--- config.mk ---
export PLATFORM = sky130hd
export DESIGN_NAME = irq_coalescer
export DESIGN_NICKNAME = d
export VERILOG_FILES = /design/src/rtl/irq_coal_pkg.sv /design/src/rtl/coal_tick_gen.sv /design/src/rtl/coal_delay_tmr.sv /design/src/rtl/coal_thresh_ctr.sv /design/src/rtl/irq_coalescer.sv
export SDC_FILE = /design/constraint.sdc
export NUM_CORES = 1
export LEC_CHECK = 0
export BUFFER_PORTS_ARGS = -buffer_cell sky130_fd_sc_hd__buf_2
export CAP_MARGIN = 20
export CORE_AREA = 2 2 52 54
export DETAILED_ROUTE_END_ITERATION = 7
export DIE_AREA = 0 0 54 56
export GPL_ROUTABILITY_DRIVEN = 0
export PLACE_DENSITY_LB_ADDON = 0.08
export SETUP_SLACK_MARGIN = 0.1
export SLEW_MARGIN = 40
export SYNTH_ARGS = -nofsm -noshare
export SYNTH_HDL_FRONTEND = slang
export SYNTH_SLANG_ARGS = --single-unit
--- constraint.sdc ---
create_clock -name clk -period 6.3 [get_ports clk]
set_clock_uncertainty 0.2 [all_clocks]
set_input_delay 1.26 -clock clk [delete_from_list [all_inputs] [get_ports clk]]
set_output_delay 1.26 -clock clk [all_outputs]
set_load 0.02 [all_outputs]
--- src/rtl/irq_coal_pkg.sv ---
package irq_coal_pkg;
    localparam int CTRL_W  = 32;
    localparam int FLD_W   = 8;
    localparam int THR_LSB = 16;
    localparam int DLY_LSB = 24;
    localparam int EN_LSB  = 12;
    localparam int EN_N    = 3;

    typedef logic [FLD_W-1:0] fld_t;

    typedef struct packed {
        fld_t            delay;
        fld_t            thresh;
        logic [EN_N-1:0] en;
    } coal_ctrl_t;

    typedef struct packed {
        logic cmpl;
        logic dly;
    } coal_evt_t;

    function automatic coal_ctrl_t split_ctrl(input logic [CTRL_W-1:0] w);
        coal_ctrl_t c;
        c.delay  = w[DLY_LSB +: FLD_W];
        c.thresh = w[THR_LSB +: FLD_W];
        c.en     = w[EN_LSB +: EN_N];
        return c;
    endfunction

    function automatic int tick_div(input longint ref_hz, input longint tmr_hz);
        if (tmr_hz <= 0 || ref_hz <= tmr_hz) return 1;
        return int'(ref_hz / tmr_hz);
    endfunction
endpackage

--- src/rtl/coal_tick_gen.sv ---
module coal_tick_gen #(
    parameter int DIV = 1
) (
    input  logic clk,
    input  logic rst,
    output logic tick
);
    generate
        if (DIV <= 1) begin : g_every
            assign tick = 1'b1;
        end else begin : g_div
            localparam int PW = $clog2(DIV);
            localparam logic [PW-1:0] LAST = PW'(DIV - 1);
            logic [PW-1:0] phase;
            always_ff @(posedge clk) begin
                if (rst || phase == LAST) phase <= '0;
                else                      phase <= phase + 1'b1;
            end
            assign tick = (phase == LAST);
        end
    endgenerate
endmodule

--- src/rtl/coal_delay_tmr.sv ---
module coal_delay_tmr #(
    parameter int W = 8
) (
    input  logic         clk,
    input  logic         rst,
    input  logic         tick,
    input  logic         frame_done,
    input  logic [W-1:0] delay,
    output logic         expire,
    output logic [W-1:0] tmr
);
    logic restart;

    assign restart = frame_done && (delay != '0);
    assign expire  = tick && (tmr == W'(1)) && !restart;

    always_ff @(posedge clk) begin
        if (rst)                      tmr <= '0;
        else if (restart)             tmr <= delay;
        else if (tick && tmr != '0)   tmr <= tmr - 1'b1;
    end
endmodule

--- src/rtl/coal_thresh_ctr.sv ---
module coal_thresh_ctr #(
    parameter int W       = 8,
    parameter int RST_VAL = 1
) (
    input  logic         clk,
    input  logic         rst,
    input  logic         frame_done,
    input  logic         ctrl_wr,
    input  logic         expire,
    input  logic [W-1:0] thresh,
    output logic         hit,
    output logic [W-1:0] cnt
);
    logic reload;

    assign hit    = frame_done && (cnt == W'(1));
    assign reload = ctrl_wr || hit || expire;

    always_ff @(posedge clk) begin
        if (rst)             cnt <= W'(RST_VAL);
        else if (reload)     cnt <= thresh;
        else if (frame_done) cnt <= cnt - 1'b1;
    end
endmodule

--- src/rtl/irq_coalescer.sv ---
module irq_coalescer
    import irq_coal_pkg::*;
#(
    parameter longint REF_HZ     = 50_000_000,
    parameter longint TIMER_HZ   = 50_000_000,
    parameter int     RST_THRESH = 1
) (
    input  logic              clk,
    input  logic              rst,
    input  logic [CTRL_W-1:0] ctrl_reg,
    input  logic [EN_N-1:0]   pend_flags,
    input  logic              frame_done,
    input  logic              ctrl_wr,
    output logic              cmpl_set,
    output logic              dly_set,
    output logic [FLD_W-1:0]  live_cnt,
    output logic [FLD_W-1:0]  live_tmr,
    output logic              irq
);
    localparam int DIV = tick_div(REF_HZ, TIMER_HZ);

    coal_ctrl_t ctl;
    coal_evt_t  evt;
    logic       tick;
    logic       unused_ctrl;

    assign ctl         = split_ctrl(ctrl_reg);
    assign unused_ctrl = ^{ctrl_reg[15], ctrl_reg[11:0]};

    coal_tick_gen #(.DIV(DIV)) u_tick (
        .clk(clk), .rst(rst), .tick(tick)
    );

    coal_delay_tmr #(.W(FLD_W)) u_tmr (
        .clk(clk), .rst(rst), .tick(tick), .frame_done(frame_done),
        .delay(ctl.delay), .expire(evt.dly), .tmr(live_tmr)
    );

    coal_thresh_ctr #(.W(FLD_W), .RST_VAL(RST_THRESH)) u_ctr (
        .clk(clk), .rst(rst), .frame_done(frame_done), .ctrl_wr(ctrl_wr),
        .expire(evt.dly), .thresh(ctl.thresh), .hit(evt.cmpl), .cnt(live_cnt)
    );

    assign cmpl_set = evt.cmpl;
    assign dly_set  = evt.dly;
    assign irq      = |(pend_flags & ctl.en);
endmodule

==> summary.txt, run 1 <==
Detailed routing
  • Routed wire per std cell: 12.69 um
  • # DRC: 0
  • Detail Route Antenna Nets: 0
  • Via density per instance: 5.236
  • Starting DRC count in detailed routing: 11
  • Total number of vias: 1,021
  • Wirelength, routed: 2474 um
  • TritonRoute pass-1 iters: 4

Place
  • Buffers on Ports: 44
  • Post-placement cell area: 1284 um2
  • Placed cell count: 192
  • Hpwl dp: 1847 um
  • Place WS: 1.939 ns

STA
  • Slew Limit Fails: 0
  • TNS Setup: 0 ns
  • Worst Tran Pin Value: 0.7118 ns
  • Max frequency: 227.7 MHz
  • Fin crit share: 0.6970
  • RSZ-0062 raised after global routing: false
  • Tmin final: 4.391 ns
  • Relative slew slack: 0.5223
  • Final WS setup: 1.909 ns
  • Final Hold Viols: 0
  • Setup violations, final: 0

Critical path
  • R2R setup slack: 4.07 ns
  • Reg2Reg Depth: 4
  • Worst r2r dst: u_ctr.cnt[4]
  • Worst path arrival time: 2.93 ns
  • Crit path max-delay family: simple AND/OR/NAND/NOR gates
  • Critical Path Fanout Max: 11
  • Slowest stage delay, CP: 0.60 ns
  • Most used cell, CP: buf_2
  • CP startpoint kind: input pin
  • CP bufs+invs: 2
  • CP max-delay cell: o21ai_1
  • CP Data Required Time: 4.84 ns
  • Critical path class: in -> out
  • Crit-path cells: buf_2 -> or4_1 -> o21ai_1 -> and3_1 -> buf_2
  • Critical path endpoint category: primary output
  • Reg2reg start: u_ctr.cnt[2]

Final layout
  • # diodes: 0
  • Area Overhead vs Synth: 23.99%
  • Final instance area: 1306 um2
  • Share of cells above drive strength 1: 0.3636
  • Fin nets: 211
  • Non-Filler Instances: 195

Clocking
  • # clock sinks: 16
  • Hold Buf Count CTS: 0
  • Post_cts resized: 0
  • H-tree Lvls: 1
  • Clock Latency Late Sink: 0.28 ns
  • CTS tree: built
  • Reg clk slew, reported paths: 0.09 ns
  • CTS Buf Count: 3
  • Root Driver: clkbuf_4
  • Setup Buffers After CTS: 0
  • CTS Buffer Depth: 2

Yosys
  • Syn_area_per_cell: 8.565 um2
  • Syn. warnings: 0
  • Sequential-to-total area share from yosys stat: 0.3040
  • Syn nets: 167
  • Distinct cells, synth: 36
  • Largest cells by area after synthesis: dfxtp_1, ha_1, mux2i_1
  • Yosys top cell area share: 0.3040
  • Post-Syn Area: 1054 um2
  • Synth Register Bits: 16
  • Yosys top cell by area: dfxtp_1
  • Synth Instances: 123

Die
  • I/O pin count: 58
  • Initial Util: 0.4331
  • Die area: 3024 um2
  • Die Y: 56 um
  • Row count: 18
  • Chip Width: 54 um
  • Core ar.: 2432 um2

Power
  • Pleak: 0.6377 nW
  • Maximum vdd drop: 0.1559 mV
  • Power Density: 224.9 nW/um2
  • Power Total: 0.2938 mW

Outcome
  • Outcome: complete, no violations

GRT
  • Largest net degree at the start of global routing: 17
  • Vias in the first global route: 875
  • Remaining Overflow, GRT: 0
  • First-pass GRT wire length: 3912 um
  • Global Route Usage Sum: 0.1709
  • Initial antenna violation count: 0

Min path
  • Hold Path Class: reg -> reg
  • Hold depth: 2
  • Hold path endpoint: u_tmr.tmr[6]
  • Hold path startpoint: u_tmr.tmr[6]

Flow run
  • # Max-Cap Violations: 0
==> stage by stage <==
stage,hold slack [ns],utilization
CTS,0.4005,0.5370
floorplan,0.4382,-
detailed placement,0.3850,0.5278
global placement,0.3756,0.5278
global route,0.4449,0.5370
finish,0.4017,0.5370
==> worst max-delay path by stage <==
stage               depth (start not counted)         start       to
floorplan                                   4  ctrl_reg[29]  dly_set
global placement                            5  ctrl_reg[25]  dly_set
detailed placement                          5  ctrl_reg[25]  dly_set
CTS                                         5  ctrl_reg[29]  dly_set
global route                                5  ctrl_reg[25]  dly_set
finish                                      5  ctrl_reg[29]  dly_set
==> synthesized netlist by cell type, drive strengths merged <==
cell type and n:
dfxtp 16, nand2 12, a21oi 8, inv 8, o21ai 8, nand3 7, mux2i 6, nor2 6
xor2 6, ha 5, mux2 5, nor2b 4, or4 4, clkbuf 3, nor4 3, or3 3
a211oi 2, and3 2, buf 2, nor3 2, nor3b 2, a222oi 1, a311o 1, nand4 1
o211ai 1, o21a 1, o31a 1, o31ai 1, or3b 1, xnor2 1
==> routing by layer <==
metal  up-vias  GRT usage  share of wire
li1        527          -              -
met1       452     0.2508           0.51
met2        40     0.2474           0.40
met3         2    0.04032          0.081
met4         0    0.04286         0.0073
met5         -          0              0
==> worst register-to-register path: stages, from the launching register on <==
cell and delay (ns):
dfxtp_1 0.40, or4_4 0.61, nor4_4 0.25, a311o_2 0.34, mux2_4 0.33
==> kinds of logic (layout without fill, tap and decap cells) <==
logic type / count (synthesis) / after routing / synth area share
AND/OR/NAND/NOR: 47 / 47 / 0.2577
AO/OA/AOI/OAI: 24 / 24 / 0.1413
flip-flops: 16 / 16 / 0.3040
buffers and inverters: 13 / 55 / 0.05463
multiplexers: 11 / 11 / 0.1247
XOR/XNOR: 7 / 7 / 0.05820
adder cells (fa/ha/maj): 5 / 5 / 0.05938
==> layout make-up <==
cell class / count / area [um2]
Tap cell: 30 / 37.54
Inverter: 8 / 30.03
Multi-Input combinational cell: 94 / 675.6
Fill cell: 235 / 1126
Sequential cell: 16 / 320.3
Clock buffer: 3 / 22.52
Timing Repair Buffer: 44 / 220.2
==> report_power, final <==
group	switching, mW	internal, mW	total [mW]
clock	0.0318	0.0221	0.0539
sequential	0.0150	0.113	0.128
combinational	0.0616	0.0505	0.112
total	0.108	0.185	0.294
==> state kept, by name, indices dropped and copies added, names as in the netlist <==
name	count
u_ctr.cnt	8
u_tmr.tmr	8
==> layout by cell type (no fill, tap or decap), types with 2 or more instances in the layout <==
cell type / n
xor2_1: 6
ha_1: 5
nor4_1: 2
nand2_1: 12
nor2_1: 6
nor3b_1: 2
a211oi_1: 2
clkbuf_4: 3
nor2b_1: 4
buf_2: 44
dfxtp_1: 16
nor3_1: 2
mux2_4: 4
inv_1: 8
nand3_1: 7
a21oi_1: 8
and3_1: 2
o21ai_0: 7
mux2i_1: 6
or4_1: 2
or3_2: 3
No activity file was read; power rests on OpenSTA's default activity.
==> run 2, diff against run 1 <==
Settings changed: CORE_AREA 2 2 52 54 to 2 2 55 57, DIE_AREA 0 0 54 56 to 0 0 57 59.
Clock period 6.3 ns to 3.7 ns, I/O delays scaled along.
==> run 2 against run 1 <==
- clock power rose by 120%
- power up 80%
- critical path depth grew 1
- die area rose by 11%
- register-to-register slack got worse by 2.6 ns
- utilization fell by 4.7 points
- final area up 1.7%
- worst setup slack worse by 1.2 ns
- highest routed layer unchanged
==> summary.txt, run 2 (synthesized netlist as in run 1, its figures left out) <==
Critical path
  • Reg2Reg Depth: 4 (unchanged)
  • Critical Path Start: ctrl_reg[25]
  • Critical Path Fanout Max: 11 (unchanged)
  • CP Data Required Time: 2.76 ns (-2.08 ns)
  • Critical path endpoint category: primary output
  • R2R setup slack: 1.49 ns (-2.58 ns)
  • Worst path arrival time: 2.04 ns (-0.89 ns)
  • Critical path class: in -> out
  • Worst r2r dst: u_ctr.cnt[4]
  • CP startpoint kind: input pin
  • Reg2reg start: u_ctr.cnt[2]

Die
  • Chip Width: 57 um (+5.6%)
  • Row count: 19 (+1)
  • Initial Util: 0.3887 (-0.04439)
  • Die Y: 59 um (+5.4%)
  • I/O pin count: 58 (unchanged)
  • Die area: 3363 um2 (+11%)
  • Core ar.: 2710 um2 (+11%)

Detailed routing
  • # DRC: 0 (unchanged)
  • Via density per instance: 5.293 (+1.1%)
  • Routed wire per std cell: 12.98 um (+2.3%)
  • Wirelength, routed: 2570 um (+3.9%)
  • TritonRoute pass-1 iters: 4 (unchanged)
  • Total number of vias: 1,048 (+2.6%)
  • Starting DRC count in detailed routing: 16 (+5)
  • Detail Route Antenna Nets: 0 (unchanged)

Min path
  • Hold Path Class: reg -> reg
  • Hold path endpoint: u_tmr.tmr[6]
  • Hold depth: 2 (unchanged)
  • Hold path startpoint: u_tmr.tmr[6]

Final layout
  • Area Overhead vs Synth: 26.13%
  • Share of cells above drive strength 1: 0.3713 (+0.007621)
  • Non-Filler Instances: 198 (+1.5%)
  • Fin nets: 212 (+0.47%)
  • Most frequent cells in the layout: buf_2, dfxtp_1, nand2_1, inv_1, a21oi_1
  • Biggest regs: u_ctr.cnt: 8 flops, u_tmr.tmr: 8 flops
  • # diodes: 0 (unchanged)
  • Commonest non-fill, non-tap cell in the layout: buf_2

Power
  • Maximum vdd drop: 0.2379 mV (+53%)
  • Power Total: 0.5296 mW (+80%)
  • Pleak: 0.6497 nW (+1.9%)
  • Power Density: 398.5 nW/um2 (+77%)

STA
  • Tmin final: 2.979 ns
  • Max frequency: 335.7 MHz
  • Hold_ws: 0.4024 ns (+0.0007510 ns)
  • Slew Limit Fails: 0 (unchanged)
  • Final Hold Viols: 0 (unchanged)
  • TNS Setup: 0 ns (unchanged)
  • Relative slew slack: 0.6860 (+0.1638)
  • Setup violations, final: 0 (unchanged)
  • Fin crit share: 0.8051
  • Worst Tran Pin Value: 0.4667 ns (-0.2452 ns)
  • RSZ-0062 raised after global routing: false

Clocking
  • Post_cts resized: 0 (unchanged)
  • CTS Buf Count: 3 (unchanged)
  • Hold Buf Count CTS: 0 (unchanged)
  • CTS tree: built
  • CTS Buffer Depth: 2 (unchanged)
  • Setup Buffers After CTS: 0 (unchanged)
  • # clock sinks: 16 (unchanged)
  • H-tree Lvls: 1 (unchanged)
  • Root Driver: clkbuf_4
  • Reg clk slew, reported paths: 0.10 ns (about the same)
  • Clock Latency Late Sink: 0.29 ns (about the same)

GRT
  • Initial antenna violation count: 0 (unchanged)
  • First-pass GRT wire length: 4105 um (+4.9%)
  • Global Route Usage Sum: 0.1548 (-0.01615)
  • Vias in the first global route: 942 (+7.7%)
  • Largest net degree at the start of global routing: 17 (unchanged)
  • Remaining Overflow, GRT: 0 (unchanged)

Place
  • Hpwl dp: 1977 um (+7.0%)
  • Placed cell count: 194 (+1.0%)
  • Buffers on Ports: 44 (unchanged)

Flow run
  • # Max-Cap Violations: 0 (unchanged)

Outcome
  • Outcome: complete, no violations
## run 2: cell count changes in the layout (fill, tap and decap cells not counted), sizes merged
cell and change:
buf +1, clkbuf +1
## run 2: power by group
part           leakage [nW]  switching [mW]  internal [mW]
Sequential            0.133          0.0257          0.192
Combinational         0.496           0.104         0.0868
Clock                0.0210          0.0606         0.0600
## run 2: critical path: stages
cell     delay [ns]
buf_2          0.11
or4_1          0.54
o21ai_1        0.13
buf_4          0.19
and3_1         0.17
buf_2          0.16
## run 2: final cells by class
| class | instances | area, um2 |
|---|---|---|
| Fill cell | 285 | 1381 |
| Multi-Input combinational cell | 94 | 675.6 |
| Sequential cell | 16 | 320.3 |
| Timing Repair Buffer | 45 | 227.7 |
| Tap cell | 31 | 38.79 |
| Clock buffer | 4 | 36.28 |
| Inverter | 8 | 30.03 |
## run 2: how the worst max path moves through the flow
stage | end | slack, ns | depth (start not counted)
floorplan | dly_set | 0.77 | 4
global placement | dly_set | 0.73 | 6
detailed placement | dly_set | 0.73 | 6
CTS | dly_set | 0.73 | 6
global route | dly_set | 0.66 | 6
finish | dly_set | 0.72 | 6
## run 2: metal layers
| metal | vias to the layer above | share of wire | track usage |
|---|---|---|---|
| li1 | 530 | - | - |
| met1 | 481 | 0.44 | 0.1946 |
| met2 | 35 | 0.49 | 0.2677 |
| met3 | 2 | 0.067 | 0.02402 |
| met4 | 0 | 0.0062 | 0.05980 |
| met5 | - | 0 | 0 |
## run 2: through the flow
stage / setup WS (ns) / instance area, um2 / util
after global routing: 0.6636 / 1329 / 0.4903
after CTS: 0.7255 / 1329 / 0.4903
final: 0.7213 / 1329 / 0.4903
after detailed placement: 0.7264 / 1292 / 0.4769
after global placement: 0.7317 / 1292 / 0.4769
after floorplan: 0.7704 / 1054 / -
==> run 3, diff against run 2 <==
Settings changed: CORE_AREA 2 2 55 57 to 2 2 52 54, DIE_AREA 0 0 57 59 to 0 0 54 56.
Clock period 3.7 ns to 2.8 ns, I/O delays scaled along.
==> run 3 against run 2 <==
- combinational power is 32% higher
- register-to-register slack worse by 0.92 ns
- final area is essentially flat
- die area down 10%
- utilization rose by 5.5 points
- global-route usage is 1.3 points higher
- clock power is 31% higher
- sequential power increased by 32%
==> summary.txt, run 3 (synthesized netlist as in run 1, its figures left out) <==
GRT
  • First-pass GRT wire length: 3891 um (-5.2%)
  • Initial antenna violation count: 0 (unchanged)
  • Remaining Overflow, GRT: 0 (unchanged)
  • Global Route Usage Sum: 0.1675 (+0.01269)
  • Largest net degree at the start of global routing: 17 (unchanged)
  • Vias in the first global route: 916 (-2.8%)

STA
  • Relative slew slack: 0.7266 (+0.04059)
  • Worst Tran Pin Value: 0.4064 ns (-0.06033 ns)
  • Slew Limit Fails: 0 (unchanged)
  • Final Hold Viols: 0 (unchanged)
  • Setup violations, final: 0 (unchanged)
  • Fin crit share: 0.9222
  • RSZ-0062 raised after global routing: false
  • Tmin final: 2.582 ns
  • Hold_ws: 0.3026 ns (-0.09978 ns)
  • Max frequency: 387.3 MHz
  • TNS Setup: 0 ns (unchanged)

Min path
  • Hold path startpoint: ctrl_reg[17]
  • Hold depth: 3 (+1)
  • Hold path endpoint: u_ctr.cnt[1]
  • Hold Path Class: in -> reg

Critical path
  • Worst r2r dst: u_ctr.cnt[4]
  • Critical path class: in -> out
  • R2R setup slack: 0.57 ns (-0.92 ns)
  • CP startpoint kind: input pin
  • Worst path arrival time: 1.82 ns (-0.22 ns)
  • CP Data Required Time: 2.04 ns (-0.72 ns)
  • Reg2reg start: u_ctr.cnt[2]
  • Critical path endpoint category: primary output
  • Reg2Reg Depth: 4 (unchanged)
  • Critical Path Fanout Max: 4 (-7)

Power
  • Seq pwr share: 0.412 (about the same)
  • Switching power share of the total: 0.3599 (-0.0004607)
  • Sw Pwr: 0.2513 mW (+32%)
  • Power Density: 526.1 nW/um2 (+32%)
  • Pleak: 0.6497 nW (unchanged)
  • Combinational power share: 0.362 (about the same)
  • P_int: 0.4470 mW (+32%)
  • Power Total: 0.6984 mW (+32%)
  • Clock share of power: 0.227 (about the same)
  • Maximum vdd drop: 0.2544 mV (+6.9%)

Clocking
  • Setup Buffers After CTS: 0 (unchanged)
  • Root Driver: clkbuf_4
  • Reg clk slew, reported paths: 0.10 ns (about the same)
  • H-tree Lvls: 1 (unchanged)
  • CTS Buffer Depth: 2 (unchanged)
  • CTS tree: built
  • CTS Buf Count: 3 (unchanged)
  • Clock Latency Late Sink: 0.28 ns (about the same)
  • Post_cts resized: 0 (unchanged)
  • Hold Buf Count CTS: 0 (unchanged)
  • # clock sinks: 16 (unchanged)

Final layout
  • Share of cells above drive strength 1: 0.3713 (unchanged)
  • # diodes: 0 (unchanged)
  • Layout Utilization: 0.5458 (+0.05548)
  • Area Overhead vs Synth: 26.01% (about the same)
  • Filler cells: 242 (-15%)
  • Most frequent cells in the layout: buf_2, dfxtp_1, nand2_1, inv_1, a21oi_1
  • Biggest regs: u_ctr.cnt: 8 flops, u_tmr.tmr: 8 flops
  • Fin nets: 212 (unchanged)
  • Commonest non-fill, non-tap cell in the layout: buf_2

Detailed routing
  • Detail Route Antenna Nets: 0 (unchanged)
  • Routed wire per std cell: 12.70 um (-2.2%)
  • Starting DRC count in detailed routing: 6 (-10)
  • Wirelength, routed: 2502 um (-2.6%)
  • Via density per instance: 5.157 (-2.6%)
  • Total number of vias: 1,016 (-3.1%)
  • # DRC: 0 (unchanged)
  • TritonRoute pass-1 iters: 4 (unchanged)

Place
  • Hpwl dp: 1891 um (-4.4%)
  • Buffers on Ports: 44 (unchanged)

Flow run
  • # Max-Cap Violations: 0 (unchanged)

Die
  • Chip Width: 54 um (-5.3%)
  • Row count: 18 (-1)
  • I/O pin count: 58 (unchanged)
  • Core ar.: 2432 um2 (-10%)
  • Die Y: 56 um (-5.1%)
  • Initial Util: 0.4331 (+0.04439)
  • Die area: 3024 um2 (-10%)

Outcome
  • Outcome: complete, no violations
-- run 3: cell counts in the layout (fill, tap and decap cells not counted) --
No cell type changed its count.
-- run 3: layout make-up --
class | count | area [um2] | area share
clock buffers | 4 | 36.28 | 0.02733
flip-flops and latches | 16 | 320.3 | 0.2413
inverters | 8 | 30.03 | 0.02262
multi-input cells | 94 | 675.6 | 0.5090
repair buffers | 45 | 227.7 | 0.1715
well taps | 30 | 37.54 | 0.02828
-- run 3: how the worst max path moves through the flow --
stage                       startpoint      end  slack (ns)  cells past startpoint
after global routing      ctrl_reg[29]  dly_set        0.13                      5
after detailed placement  ctrl_reg[29]  dly_set        0.23                      5
after CTS                 ctrl_reg[29]  dly_set        0.21                      5
after global placement    ctrl_reg[29]  dly_set        0.22                      5
final                     ctrl_reg[29]  dly_set        0.22                      5
after floorplan           ctrl_reg[29]  dly_set        0.23                      4
-- run 3: per-layer routing --
layer,vias up,track usage,wire [um],part of all wire
li1,530,-,-,-
met1,447,0.2431,1258,0.50
met2,37,0.2491,1006,0.40
met4,0,0.04286,15,0.0060
met5,-,0,0,0
met3,2,0.03226,222,0.089
-- run 3: power groups by stage --
stage / Combinational [mW] / Sequential, mW / Clock (mW)
detailed placement: 0.252 / 0.292 / 0
finish: 0.253 / 0.288 / 0.158
CTS: 0.254 / 0.287 / 0.163
global route: 0.282 / 0.293 / 0.169
floorplan: 0.154 / 0.319 / 0
global placement: 0.251 / 0.291 / 0
-- run 3: through the flow --
step | cells | setup slack [ns] | cell area, um2
floorplan | 123 | 0.2304 | 1054
global placement | 193 | 0.2171 | 1291
detailed placement | 193 | 0.2283 | 1291
CTS | 197 | 0.2095 | 1328
global route | 197 | 0.1277 | 1328
finish | 197 | 0.2178 | 1328
-- run 3: worst max-delay path: stages --
cell and delay (ns):
buf_2 0.11, or4_1 0.54, o21ai_1 0.26, and3_1 0.19
buf_2 0.16
